### src/rtl/tcs_pkg.sv
package tcs_pkg;

  typedef enum logic [2:0] {
    SRC_NONE,
    SRC_SYS,
    SRC_TAP,
    SRC_PIN,
    SRC_CASC
  } src_kind_e;

  // edge mode: 00 rising, 01 falling, 1x both
  function automatic logic edge_hit(input logic [1:0] mode, input logic cur, input logic prv);
    logic hit;
    case (mode)
      2'b00:   hit = cur & ~prv;
      2'b01:   hit = ~cur & prv;
      default: hit = cur ^ prv;
    endcase
    return hit;
  endfunction

  // divide by 4**log4: the most significant divided bit of the prescaler
  function automatic int unsigned tap_bit(input int unsigned log4);
    return 2 * log4 - 1;
  endfunction

endpackage

### src/rtl/tcs_prescaler.sv
module tcs_prescaler #(
  parameter int unsigned PRE_W = 10
) (
  input  logic             clk_i,
  input  logic             rst_ni,
  output logic [PRE_W-1:0] cnt_o
);

  always_ff @(posedge clk_i or negedge rst_ni) begin
    if (!rst_ni) cnt_o <= '0;
    else         cnt_o <= cnt_o + 1'b1;
  end

endmodule

### src/rtl/tcs_pin_sync.sv
module tcs_pin_sync #(
  parameter int unsigned N_PINS = 4,
  parameter int unsigned STAGES = 2
) (
  input  logic              clk_i,
  input  logic              rst_ni,
  input  logic [N_PINS-1:0] pins_i,
  output logic [N_PINS-1:0] lvl_o
);

  for (genvar g = 0; g < N_PINS; g++) begin : g_pin
    logic [STAGES-1:0] chain;
    always_ff @(posedge clk_i or negedge rst_ni) begin
      if (!rst_ni) chain <= '0;
      else         chain <= {chain[STAGES-2:0], pins_i[g]};
    end
    assign lvl_o[g] = chain[STAGES-1];
  end

endmodule

### src/rtl/tcs_src_decode.sv
module tcs_src_decode
  import tcs_pkg::*;
#(
  parameter bit          DIV256_EN  = 1'b0,
  parameter bit          DIV1024_EN = 1'b0,
  parameter bit          CASCADE_EN = 1'b0,
  parameter bit          EXT_CD_EN  = 1'b1,
  parameter int unsigned TAP_W      = 4
) (
  input  logic [2:0]       sel_i,
  output src_kind_e        kind_o,
  output logic [TAP_W-1:0] tap_o,
  output logic [1:0]       pin_o
);

  always_comb begin
    kind_o = SRC_NONE;
    tap_o  = '0;
    pin_o  = 2'd0;
    case (sel_i)
      3'b000: kind_o = SRC_SYS;
      3'b001, 3'b010, 3'b011: begin
        kind_o = SRC_TAP;
        tap_o  = TAP_W'(tap_bit(int'(sel_i)));
      end
      3'b100, 3'b101: begin
        kind_o = SRC_PIN;
        pin_o  = sel_i[1:0];
      end
      3'b110: begin
        if (EXT_CD_EN) begin
          kind_o = SRC_PIN;
          pin_o  = 2'd2;
        end else if (DIV256_EN) begin
          kind_o = SRC_TAP;
          tap_o  = TAP_W'(tap_bit(4));
        end
      end
      default: begin
        if (EXT_CD_EN) begin
          kind_o = SRC_PIN;
          pin_o  = 2'd3;
        end else if (CASCADE_EN) begin
          kind_o = SRC_CASC;
        end else if (DIV1024_EN) begin
          kind_o = SRC_TAP;
          tap_o  = TAP_W'(tap_bit(5));
        end
      end
    endcase
  end

endmodule

### src/rtl/tmr_cnt_en_sel.sv
module tmr_cnt_en_sel
  import tcs_pkg::*;
#(
  parameter bit          DIV256_EN  = 1'b0,
  parameter bit          DIV1024_EN = 1'b0,
  parameter bit          CASCADE_EN = 1'b0,
  parameter bit          EXT_CD_EN  = 1'b1,
  parameter int unsigned PRE_W      = 10,
  parameter int unsigned SYNC_STAGES = 2
) (
  input  logic       clk_i,
  input  logic       rst_ni,
  input  logic [2:0] src_sel_i,
  input  logic [1:0] edge_sel_i,
  input  logic [3:0] ext_clk_i,
  input  logic       casc_stb_i,
  output logic       cnt_en_o
);

  localparam int unsigned N_PINS = 4;
  localparam int unsigned TAP_W  = $clog2(PRE_W);

  logic [PRE_W-1:0]  pre_cnt;
  logic [N_PINS-1:0] pin_lvl;
  src_kind_e         src_kind;
  logic [TAP_W-1:0]  tap_idx;
  logic [1:0]        pin_idx;

  // named internal events, visible to the checker
  logic       sel_lvl;    // level of the currently selected source
  logic       lvl_q;      // history: that level one cycle ago
  logic [2:0] sel_q;      // source code one cycle ago
  logic       hist_vld;   // history usable (low right after reset)
  logic       src_chg;    // source code differs from last cycle
  logic       raw_hit;    // edge found before gating

  tcs_prescaler #(.PRE_W(PRE_W)) u_pre (
    .clk_i  (clk_i),
    .rst_ni (rst_ni),
    .cnt_o  (pre_cnt)
  );

  tcs_pin_sync #(.N_PINS(N_PINS), .STAGES(SYNC_STAGES)) u_sync (
    .clk_i  (clk_i),
    .rst_ni (rst_ni),
    .pins_i (ext_clk_i),
    .lvl_o  (pin_lvl)
  );

  tcs_src_decode #(
    .DIV256_EN  (DIV256_EN),
    .DIV1024_EN (DIV1024_EN),
    .CASCADE_EN (CASCADE_EN),
    .EXT_CD_EN  (EXT_CD_EN),
    .TAP_W      (TAP_W)
  ) u_dec (
    .sel_i  (src_sel_i),
    .kind_o (src_kind),
    .tap_o  (tap_idx),
    .pin_o  (pin_idx)
  );

  always_comb begin
    case (src_kind)
      SRC_TAP: sel_lvl = pre_cnt[tap_idx];
      SRC_PIN: sel_lvl = pin_lvl[pin_idx];
      default: sel_lvl = 1'b0;
    endcase
  end

  always_ff @(posedge clk_i or negedge rst_ni) begin
    if (!rst_ni) begin
      sel_q    <= 3'b000;
      lvl_q    <= 1'b0;
      hist_vld <= 1'b0;
    end else begin
      sel_q    <= src_sel_i;
      lvl_q    <= sel_lvl;
      hist_vld <= 1'b1;
    end
  end

  assign src_chg = (src_sel_i != sel_q);

  // undivided clock and cascade ignore the edge field (rising behaviour)
  always_comb begin
    case (src_kind)
      SRC_SYS:          raw_hit = 1'b1;
      SRC_CASC:         raw_hit = casc_stb_i;
      SRC_TAP, SRC_PIN: raw_hit = edge_hit(edge_sel_i, sel_lvl, lvl_q);
      default:          raw_hit = 1'b0;
    endcase
  end

  assign cnt_en_o = hist_vld & ~src_chg & raw_hit;

endmodule

### config.mk
export PLATFORM = sky130hd
export DESIGN_NAME = tmr_cnt_en_sel
export DESIGN_NICKNAME = d
export VERILOG_FILES = /design/src/rtl/tcs_pkg.sv /design/src/rtl/tcs_prescaler.sv /design/src/rtl/tcs_pin_sync.sv /design/src/rtl/tcs_src_decode.sv /design/src/rtl/tmr_cnt_en_sel.sv
export SDC_FILE = /design/constraint.sdc
export NUM_CORES = 1
export LEC_CHECK = 0
export CORE_AREA = 2 2 67 75
export CTS_BUF_LIST = sky130_fd_sc_hd__clkbuf_8
export DETAILED_ROUTE_END_ITERATION = 8
export DIE_AREA = 0 0 69 77
export PLACE_DENSITY = 0.37
export SLEW_MARGIN = 20
export SYNTH_ARGS = -nofsm -noshare
export SYNTH_HDL_FRONTEND = slang
export SYNTH_SLANG_ARGS = --single-unit
### constraint.sdc
create_clock -name clk_i -period 12.5 [get_ports clk_i]
set_clock_uncertainty 0.05 [all_clocks]
set_input_delay 3.125 -clock clk_i [delete_from_list [all_inputs] [get_ports clk_i]]
set_output_delay 3.125 -clock clk_i [all_outputs]
set_load 0.005 [all_outputs]
==> out/qor.yml, run 1 <==
min_path_type: "reg2reg"
power.share.clock: 0.324
drcViolationCount: 0
postLayoutCellArea_um2: 1310
cts-htree-levels: 1
min_path_cells: 0
finalPower_w: 0.000141
drive_gt1_frac: 0.0882
holdWs_ns: 0.303
synth-seq-cells: 23
hold_viol_final: 0
vias: 651
cpMaxStageDelayCell: "clkdlybuf4s50_1"
ir_drop_uv: 51.3
grt_pass1_vias: 697
die_w_um: 69
drv_slew: 0
p_sw_w: 0.0000326
n_antenna_cell: 0
power_density_nw_per_um2: 108
swShare: 0.232
syn_area_um2: 1100
start_util: 0.241
grt_max_degree: 24
cts.sinks: 23
synth.yosys.seq_area_share: 0.525
rsz0062_at_grt: "false"
track_usage: 0.0739
cts_buffers: 3
io_buffer_count: 11
gr-usage-met2: 0.118
crit_fanout: 8
insertion_delay_ns: 0.26
ios: 13
outcome: "finished, final reports clean"
top_usage_layer: "met2"
die_height_um: 77
drt-initial-drc-count: 18
postCtsResizedCells: 0
synth.distinct_cells: 25
grt_first_pass_wirelength_um: 3180
fin_crit_ns: 9.74
crit_top_cell: "ha_1"
synth.net_count: 111
clk_pin_slew_worst_paths_ns: 0.08
max_freq_ghz: 0.103
placed_cell_area_um2: 1270
row_count: 26
setup_violations: 0
tns_ns: 0
cp_cell_sequence: "clkdlybuf4s50_1 > inv_1 > ha_1 > nor3_1 > nor2_1 > ha_1 > inv_1 > a2111oi_0 > a32oi_1 > o2bb2ai_1 > ha_1 > mux2_2 > o21ai_0 > mux2_2 > nor2_1 > clkdlybuf4s50_1"
gr-total-overflow: 0
finalWeightedCongestion: 0.690
coreArea_um2: 4550
gr-usage-met3: 0.0158
cp-end-kind: "primary output"
slew_headroom: 0.658
wire_per_inst_um: 11.0
pre_cts_ws_ns: 2.74
grt_antenna_before_repair: 0
worst_slew_pin_slew_ns: 0.513
drv_cap: 0
tritoncts: "done"
ys_warn_count: 0
place_hpwl_um: 1310
cp-start-kind: "input pin"
required_ns: 9.32
synthToLayoutAreaGrowth_pct: 19.2
postRouteAntennaNets: 0
reg2reg_depth: 4
post-route-period-util: 0.779
power.internal_w: 0.000108
setup.worst_path.class: "in2out"
layout_setup_ws_ns: 2.76
synth_cells: 88
post_cts_buffers: 0
seqPwrFrac: 0.551
die-area_um2: 5310
p_leak_nw: 0.589
cts-root-buf: "clkbuf_8"
max_stage_delay_ns: 0.58
cts.path.max_buffers: 2
wl_um: 1740
nNetsFinal: 126
viasPerCell: 4.12
worstPathArrival_ns: 6.56
syn_avg_cell_area_um2: 12.5
combPwrFrac: 0.126
cts_hold_buffers: 0
drt-pass1-iter-count: 4
met1_usage: 0.0945
==> Yosys cell counts <==
master	count	area [µm²]
dfrtp_1	23	576
ha_1	11	138
xnor2_1	10	87.6
inv_1	7	26.3
nand3_1	7	35.0
and3_1	4	25.0
nor2_1	3	11.3
mux2_2	2	22.5
mux4_2	2	45.0
nand2_1	2	7.51
nand2b_1	2	12.5
xor2_1	2	17.5
a2111oi_0	1	8.76
a21oi_1	1	5.00
a2bb2oi_1	1	8.76
a32oi_1	1	8.76
and2b_1	1	7.51
buf_6	1	11.3
conb_1	1	3.75
nand4_1	1	6.26
nor3_1	1	5.00
o21a_1	1	7.51
o21ai_0	1	5.00
o21bai_1	1	7.51
o2bb2ai_1	1	8.76
==> registers in the layout, indices dropped and copies added, names as in the netlist <==
signal              count
u_pre.cnt_o            10
u_sync.g_pin.chain      8
hist_vld                1
sel_q                   3
lvl_q                   1
==> stage by stage <==
step                instances   util
floorplan                  88      -
global placement          154  0.278
detailed placement        154  0.278
CTS                       158  0.288
global route              158  0.287
finish                    158  0.287
==> logic make-up after synthesis <==
| logic type | share of synthesized area |
|---|---|
| flip-flops | 0.525 |
| AND/OR/NAND/NOR | 0.100 |
| XOR/XNOR | 0.0958 |
| adder cells (fa/ha/maj) | 0.125 |
| AO/OA/AOI/OAI | 0.0547 |
| buffers and inverters | 0.0342 |
| multiplexers | 0.0616 |
| other | 0.00342 |
==> power groups by stage <==
stage | Sequential [W] | Clock (W) | Combinational (W)
finish | 0.0000776 | 0.0000456 | 0.0000177
global route | 0.0000779 | 0.0000521 | 0.0000205
CTS | 0.0000776 | 0.0000485 | 0.0000184
detailed placement | 0.0000791 | 0 | 0.0000183
global placement | 0.0000791 | 0 | 0.0000183
floorplan | 0.0000789 | 0 | 0.0000109
==> layout make-up <==
type                       instances  area, µm²
fill                             487       3250
sequential                        23        576
multi-input combinational         57        484
timing repair buffer              11        105
tap                               56       70.1
clock buffer                       3       41.3
inverter                           7       26.3
clock inverter                     1       5.00
==> placed cells by master (no fill, tap or decap), types with 2 or more instances in the layout <==
cell type        Yosys  layout
xnor2_1             10      10
inv_1                7       7
clkbuf_8             0       3
and3_1               4       4
clkdlybuf4s50_1      0      10
ha_1                11      11
nor2_1               3       3
nand3_1              7       7
nand2_1              2       2
mux4_2               2       2
xor2_1               2       2
mux2_2               2       2
dfrtp_1             23      23
nand2b_1             2       2
==> final timing paths <==
path | startpoint | endpoint | slack, ns
min in group asynchronous | rst_ni | u_pre.cnt_o[8] | 2.78
max in group asynchronous | rst_ni | u_sync.g_pin[3].chain[0] | 9.28
setup / recovery | src_sel_i[0] | cnt_en_o | 2.76
setup reg to reg | u_pre.cnt_o[1] | lvl_q | 10.91
hold reg to reg | u_sync.g_pin[3].chain[0] | u_sync.g_pin[3].chain[1] | 0.30
hold / removal | u_sync.g_pin[3].chain[0] | u_sync.g_pin[3].chain[1] | 0.30
==> metal layers <==
metal / up-vias / part of all wire / wire length [µm]
met5: - / 0 / 0
li1: 324 / - / -
met3: 4 / 0.027 / 46
met4: 0 / 0.017 / 29
met1: 314 / 0.49 / 849
met2: 9 / 0.47 / 809
==> critical path: cells and delay by family <==
| kind | cells | cell delay (ns) |
|---|---|---|
| AND/OR/NAND/NOR | 3 | 0.35 |
| buffers and inverters | 4 | 1.32 |
| multiplexers | 2 | 0.40 |
| AO/OA/AOI/OAI | 4 | 0.77 |
| adder cells (fa/ha/maj) | 3 | 0.59 |
Note: power is estimated with default switching activity, not from simulation.
==> run 2: changes to the inputs <==
==> constraint.sdc (replaced) <==
create_clock -name clk_i -period 9.1 [get_ports clk_i]
set_clock_uncertainty 0.05 [all_clocks]
set_input_delay 2.275 -clock clk_i [delete_from_list [all_inputs] [get_ports clk_i]]
set_output_delay 2.275 -clock clk_i [all_outputs]
set_load 0.005 [all_outputs]
==> out/qor.yml, run 2 (same netlist as run 1, synthesis figures left out) <==
drt-pass1-iter-count: 2  # was 4
start_util: 0.241  # unchanged
viasPerCell: 4.11  # was 4.12
final_cell_mix: "dfrtp_1, ha_1, xnor2_1, clkdlybuf4s50_1"  # unchanged
nNetsFinal: 126  # unchanged
postCtsResizedCells: 0  # unchanged
grt_first_pass_wirelength_um: 3200  # was 3180 µm
row_count: 26  # unchanged
post-route-period-util: 0.883
drcViolationCount: 0  # unchanged
tns_ns: 0  # unchanged
cp-start-kind: "input pin"  # unchanged
finalWeightedCongestion: 0.691  # was 0.690
worst_slew_pin_slew_ns: 0.517  # was 0.513 ns
die_height_um: 77  # unchanged
setup_violations: 0  # unchanged
finish.utilization: 0.287  # unchanged
grt_pass1_vias: 710  # was 697
tritoncts: "done"  # unchanged
ir_drop_uv: 70.6  # was 51.3 µV
die-area_um2: 5310  # unchanged
place_hpwl_um: 1310  # about the same
cts.sinks: 23  # unchanged
vias: 649  # was 651
required_ns: 6.78  # was 9.32 ns
regMostFlops: "u_pre.cnt_o"  # unchanged
cts_hold_buffers: 0  # unchanged
max_freq_ghz: 0.124
track_usage: 0.0750  # was 0.0739
die_w_um: 69  # unchanged
setup.worst_path.class: "in2out"  # unchanged
layout_commonest_cell: "dfrtp_1"  # unchanged
clk_pin_slew_worst_paths_ns: 0.08  # about the same
worstPathArrival_ns: 5.71  # was 6.56 ns
grt_antenna_before_repair: 0  # unchanged
largest_reg_flops: 10  # unchanged
postRouteAntennaNets: 0  # unchanged
cts_buffers: 3  # unchanged
r2r-end: "lvl_q"  # unchanged
wl_um: 1720  # was 1740 µm
synthToLayoutAreaGrowth_pct: 19.2  # unchanged
grt_max_degree: 24  # unchanged
gr-total-overflow: 0  # unchanged
top_regs: "u_pre.cnt_o: 10 flops, u_sync.g_pin.chain: 8 flops, sel_q: 3 flops"  # unchanged
p_leak_nw: 0.589  # unchanged
post_cts_buffers: 0  # unchanged
min_path_type: "reg2reg"  # unchanged
fin_crit_ns: 8.04
cp-end-kind: "primary output"  # unchanged
coreArea_um2: 4550  # unchanged
hold_viol_final: 0  # unchanged
num-fill-cells: 495  # was 487
whs_endpoint: "u_sync.g_pin[3].chain[1]"  # unchanged
min_path_cells: 0  # unchanged
rsz0062_at_grt: "false"  # unchanged
reg2reg_slack_ns: 7.49  # was 10.91 ns
power_density_nw_per_um2: 147  # was 108 nW/µm²
drive_gt1_frac: 0.0882  # unchanged
drv_cap: 0  # unchanged
wire_per_inst_um: 10.9  # was 11.0 µm
slew_headroom: 0.655  # was 0.658
reg2reg_depth: 4  # unchanged
outcome: "finished, final reports clean"  # unchanged
drv_slew: 0  # unchanged
cts-root-buf: "clkbuf_8"  # unchanged
drt-initial-drc-count: 20  # was 18
ios: 13  # unchanged
hold_path.startpoint: "u_sync.g_pin[3].chain[0]"  # unchanged
rr_startpoint: "u_pre.cnt_o[1]"  # unchanged
cts-htree-levels: 1  # unchanged
cts.path.max_buffers: 2  # unchanged
io_buffer_count: 11  # unchanged
insertion_delay_ns: 0.26  # about the same
crit_fanout: 8  # unchanged
n_antenna_cell: 0  # unchanged
run 2: final cells by class:
class | count | area [µm²] | share of cell area
Clock buffer | 3 | 41.3 | 0.0316
Multi-Input combinational cell | 57 | 484 | 0.370
Inverter | 7 | 26.3 | 0.0201
Clock inverter | 1 | 5.00 | 0.00383
Tap cell | 56 | 70.1 | 0.0536
Sequential cell | 23 | 576 | 0.440
Timing Repair Buffer | 11 | 105 | 0.0804
run 2: worst max path at each step:
stage / from / cells after the start / endpoint
detailed placement: src_sel_i[0] / 16 / cnt_en_o
global route: src_sel_i[0] / 16 / cnt_en_o
finish: src_sel_i[0] / 16 / cnt_en_o
global placement: src_sel_i[0] / 16 / cnt_en_o
floorplan: src_sel_i[0] / 14 / cnt_en_o
CTS: src_sel_i[0] / 16 / cnt_en_o
run 2: stage by stage:
step	hold slack (ns)	worst slack, ns	instances	total power [W]	area, µm²
after floorplan	0.281	2.50	88	0.000123	1100
after global placement	0.282	1.02	154	0.000134	1270
after detailed placement	0.287	1.03	154	0.000134	1270
after CTS	0.307	1.01	158	0.000198	1310
after global routing	0.312	0.668	158	0.000207	1310
final	0.303	1.06	158	0.000192	1310
run 2: worst max-delay path, cell delays in order:
cell and delay (ns):
clkdlybuf4s50_1 0.58, inv_1 0.19, ha_1 0.21, nor3_1 0.08, nor2_1 0.18, ha_1 0.21, inv_1 0.04, a2111oi_0 0.36
a32oi_1 0.15, o2bb2ai_1 0.22, ha_1 0.18, mux2_2 0.13, o21ai_0 0.06, mux2_2 0.26, nor2_1 0.09, clkdlybuf4s50_1 0.50
run 2: where the power goes:
part	switching, W	internal (W)
Clock	0.0000312	0.0000305
Combinational	0.0000115	0.0000128
Sequential	0.00000108	0.000105
Total	0.0000438	0.000149
run 2: per-layer routing:
metal	GRT usage	wire length, µm	share of wire	up-vias
met5	0	0	0	-
met4	0.0353	18	0.010	0
met3	0.0171	46	0.027	2
met2	0.123	837	0.49	6
met1	0.0928	818	0.48	317
li1	-	-	-	324
